### src/rtl/rpo_pkg.sv
package rpo_pkg;
  typedef struct packed {
    logic data;
    logic oh;
  } rpo_bit_t;
endpackage

### src/rtl/rpo_data_reg.sv
module rpo_data_reg
  import rpo_pkg::*;
(
  input  logic     clk_i,
  input  logic     rst_ni,
  input  logic     strobe_i,
  input  logic     gapped_en_i,
  input  rpo_bit_t bit_i,
  output logic     ser_o,
  output logic     ohind_o
);
  always_ff @(posedge clk_i or negedge rst_ni) begin
    if (!rst_ni) begin
      ser_o   <= 1'b0;
      ohind_o <= 1'b0;
    end else if (strobe_i) begin
      ser_o   <= bit_i.data;
      ohind_o <= bit_i.oh & ~gapped_en_i;
    end
  end
endmodule

### src/rtl/rpo_clk_gen.sv
module rpo_clk_gen #(
  parameter int unsigned HIGH_DLY = 1
) (
  input  logic clk_i,
  input  logic rst_ni,
  input  logic strobe_i,
  input  logic gapped_en_i,
  input  logic oh_i,
  output logic clk_o
);
  localparam int unsigned CW = (HIGH_DLY < 2) ? 1 : $clog2(HIGH_DLY + 1);
  localparam logic [CW-1:0] CNT_LOAD = CW'(HIGH_DLY);

  logic [CW-1:0] cnt_q;
  logic          gate_q;
  logic          clk_q;

  always_ff @(posedge clk_i or negedge rst_ni) begin
    if (!rst_ni) begin
      cnt_q  <= '0;
      gate_q <= 1'b0;
      clk_q  <= 1'b0;
    end else if (strobe_i) begin
      // mode latched only here: bit boundary, clock forced low
      cnt_q  <= CNT_LOAD;
      gate_q <= ~(gapped_en_i & oh_i);
      clk_q  <= 1'b0;
    end else if (cnt_q != '0) begin
      cnt_q <= cnt_q - 1'b1;
      if (cnt_q == CW'(1) && gate_q) clk_q <= 1'b1;
    end
  end

  assign clk_o = clk_q;
endmodule

### src/rtl/rpo_serial_out.sv
module rpo_serial_out
  import rpo_pkg::*;
#(
  parameter int unsigned HIGH_DLY = 1
) (
  input  logic clk_i,
  input  logic rst_ni,
  input  logic gapped_en_i,
  input  logic bit_vld_i,
  input  logic bit_i,
  input  logic oh_i,
  output logic ser_o,
  output logic clk_o,
  output logic ohind_o
);
  rpo_bit_t in_bit;
  assign in_bit = '{data: bit_i, oh: oh_i};

  rpo_data_reg u_data (
    .clk_i      (clk_i),
    .rst_ni     (rst_ni),
    .strobe_i   (bit_vld_i),
    .gapped_en_i(gapped_en_i),
    .bit_i      (in_bit),
    .ser_o      (ser_o),
    .ohind_o    (ohind_o)
  );

  rpo_clk_gen #(.HIGH_DLY(HIGH_DLY)) u_clk (
    .clk_i      (clk_i),
    .rst_ni     (rst_ni),
    .strobe_i   (bit_vld_i),
    .gapped_en_i(gapped_en_i),
    .oh_i       (oh_i),
    .clk_o      (clk_o)
  );
endmodule

### config.mk
export PLATFORM = sky130hd
export DESIGN_NAME = rpo_serial_out
export DESIGN_NICKNAME = d
export VERILOG_FILES = /design/src/rtl/rpo_pkg.sv /design/src/rtl/rpo_data_reg.sv /design/src/rtl/rpo_clk_gen.sv /design/src/rtl/rpo_serial_out.sv
export SDC_FILE = /design/constraint.sdc
export NUM_CORES = 1
export LEC_CHECK = 0
export ABC_AREA = 1
export BUFFER_PORTS_ARGS = -buffer_cell sky130_fd_sc_hd__buf_2
export CAP_MARGIN = 40
export CORE_AREA = 2 2 39 41
export DETAILED_ROUTE_END_ITERATION = 8
export DIE_AREA = 0 0 41 43
export GPL_ROUTABILITY_DRIVEN = 0
export GPL_TIMING_DRIVEN = 0
export PLACE_DENSITY = 0.3
export SKIP_LAST_GASP = 1
export SYNTH_ARGS = -nofsm -noshare
export SYNTH_HDL_FRONTEND = slang
export SYNTH_HIERARCHICAL = 1
export SYNTH_SLANG_ARGS = --single-unit
### constraint.sdc
create_clock -name clk_i -period 0.9 [get_ports clk_i]
set_input_delay 0.09 -clock clk_i [delete_from_list [all_inputs] [get_ports clk_i]]
set_output_delay 0.09 -clock clk_i [all_outputs]
set_load 0.1 [all_outputs]
==> results.toml <==
[outcome]
status = "finished with violations"
violations = "negative setup slack"

[route]
dr.first_iter.drc_count = 0
first_pass_iters = 1
wl_per_cell_um = 8.549
drc = 0
wl_met2_um = 205
wl_met3_um = 33
num_vias = 180
met1_length_um = 197
vias_per_cell = 3.529
totalWireLength_um = 436
drtAntennaViolNets = 0
top_layer = "met3"

[floorplan]
rows = 14
io_pins = 9
die-area_sq_um = 1763
die_y_um = 43
start_util_pct = 13.92
chipWidth_um = 41
core_area_sq_um = 1384

[synth]
ys_async_sr_fraction_pct = 100.0
yosysTopAreaCellShare_pct = 64.94
synth.most_common_cell = "nand2_1"
netlist_area_sq_um = 192.7
yosysWarnings = 6
ys_seq_elements = 5
synth-main-ff-cell = "dfrtp_1"
synth_common_cells = "11 x nand2_1, 5 x dfrtp_1, 2 x inv_1"
yosysTopAreaCell = "dfrtp_1"
ys_types = 6
ys_seq_area_share_pct = 64.94
synth_area_leaders = "dfrtp_1 65%, nand2_1 21%, nand3_2 5.2%"
syn_inst = 21
avgSynthCellArea_sq_um = 9.175
synth_edf_count = 0
synth_nets = 27

[clock_network]
cts_buffers = 3
clockBufferDepth = 2
insertion_delay_ns = 0.24
h-tree-depth = 1
cts.sinks = 5
root_buffer = "clkbuf_4"
cts_tree = "built"
path_clk_slew_ns = 0.05

[worst_setup_path]
critPathTopFamily = "flip-flops"
critical_path_required_ns = 0.81
cp_data_arrival_time_ns = 0.83
max_stage_delay_ns = 0.42
end_kind = "output pin"
cpMaxStageDelayCell = "dfrtp_2"
crit_chain = "buf_12"
critPathMaxFanout = 2
crit_type = "reg2out"
crit_buf_inv = 1
cp-start-kind = "flip-flop"

[global_routing]
first_global_vias = 201
grt_max_degree = 7
grt_pass1_wl_um = 745
grt_overflow = 0
grt_util_all_layers_pct = 6.862
antenna_found_initial = 0

[layout]
drive_gt1_share_pct = 48.57
final-instance-count-excl-fill = 51
syn_to_final_growth_pct = 79.22
nets = 42
n_antenna_cell = 0
fin_util_pct = 24.95

[power_and_ir_drop]
power_density_nw_per_um2 = 2076
p_leak_nw = 0.1804
ir_worst_vdd_mv = 0.5679

[sta]
setup_viol = 3
skew_ns = 0.004288
slew_viol_final = 0
hold_violations = 0
fin_setup_tns_ns = -0.05285
worstMarginPinSlew_ns = 0.1305
final.period_utilization_pct = 102.4
rsz0062_at_grt = "yes"
fmax_ghz = 1.085
min_period_ns = 0.9218
layout_setup_ws_ns = -0.02182
maxSlewHeadroom_pct = 91.30

[run]
cap_violations = 0

[place]
placed_cells_incl_taps = 45
io_buffers = 8

[worst_hold_path]
hp-class = "in2reg"
sequential cells by signal, indices dropped and copies added, names as in the netlist:
| name | count |
|---|---|
| u_clk/clk_o | 1 |
| u_clk/gate_q | 1 |
| u_data/ser_o | 1 |
| u_data/ohind_o | 1 |
| u_clk/cnt_q | 1 |
routing by layer:
metal,track usage (%),vias up
li1,-,89
met2,8.438,6
met4,8.000,0
met3,3.665,0
met5,0,-
met1,7.190,85
what timing repair did:
item,4_1_cts,5_1_grt
hold endpoints to repair,5,0
hold buffers,1,0
setup endpoints to repair,3,3
resized for setup,8,4
setup buffers,0,1
pin swaps,0,0
cell usage in the layout (no fill, tap or decap):
cell	count
dlygate4sd3_1	1
dfrtp_2	3
inv_1	2
clkbuf_4	3
buf_4	1
nand3_1	1
nand2_1	11
inv_2	1
buf_2	5
nand3_2	1
buf_12	3
clkbuf_1	1
dfrtp_1	2
cell families (layout without fill, tap and decap cells):
logic type             Yosys count  after routing  share of synthesized area [%]
and+or+nand+nor                 13             13                          29.22
DFF                              5              5                          64.94
buffers and inverters            3             17                          5.844
power breakdown:
group          internal (mW)  leakage [nW]  total, mW  switching (mW)
combinational         0.0704         0.108      0.189           0.119
clock                  0.168        0.0150      0.265          0.0971
sequential             0.246        0.0574      0.263          0.0166
total                  0.484         0.180      0.717           0.232
path summary, 6_finish.rpt:
kind	slack [ns]	to	from	cells past startpoint
max reg2reg	0.14	u_clk/clk_o	u_clk/clk_o	3
min reg2reg	0.49	u_clk/clk_o	u_clk/cnt_q	2
max	-0.02	ohind_o	u_data/ohind_o	1
max in group asynchronous	0.55	u_data/ser_o	rst_ni	2
min	0.04	u_clk/cnt_q	bit_vld_i	1
min in group asynchronous	0.19	u_clk/cnt_q	rst_ni	2
area by class of cell:
type                    count  area [sq um]
fillers                   161          1039
flip-flops and latches      5         128.9
repair buffers             10         102.6
multi-input cells          13         56.30
clock buffers               4         26.28
well taps                  16         20.02
inverters                   3         11.26
through the flow:
step / power [mW] / hold slack (ns) / setup WS, ns / instance area [sq um]
global route: 0.7555 / 0.03155 / -0.05326 / 345.3
CTS: 0.7107 / 0.02720 / -0.03388 / 320.3
finish: 0.7169 / 0.03694 / -0.02182 / 345.3
floorplan: 0.3654 / -0.2056 / 0.01126 / 196.4
global placement: 0.4010 / -0.08387 / 0.05720 / 256.5
detailed placement: 0.4017 / -0.08277 / 0.05678 / 256.5
No activity file was read; power rests on OpenSTA's default activity.
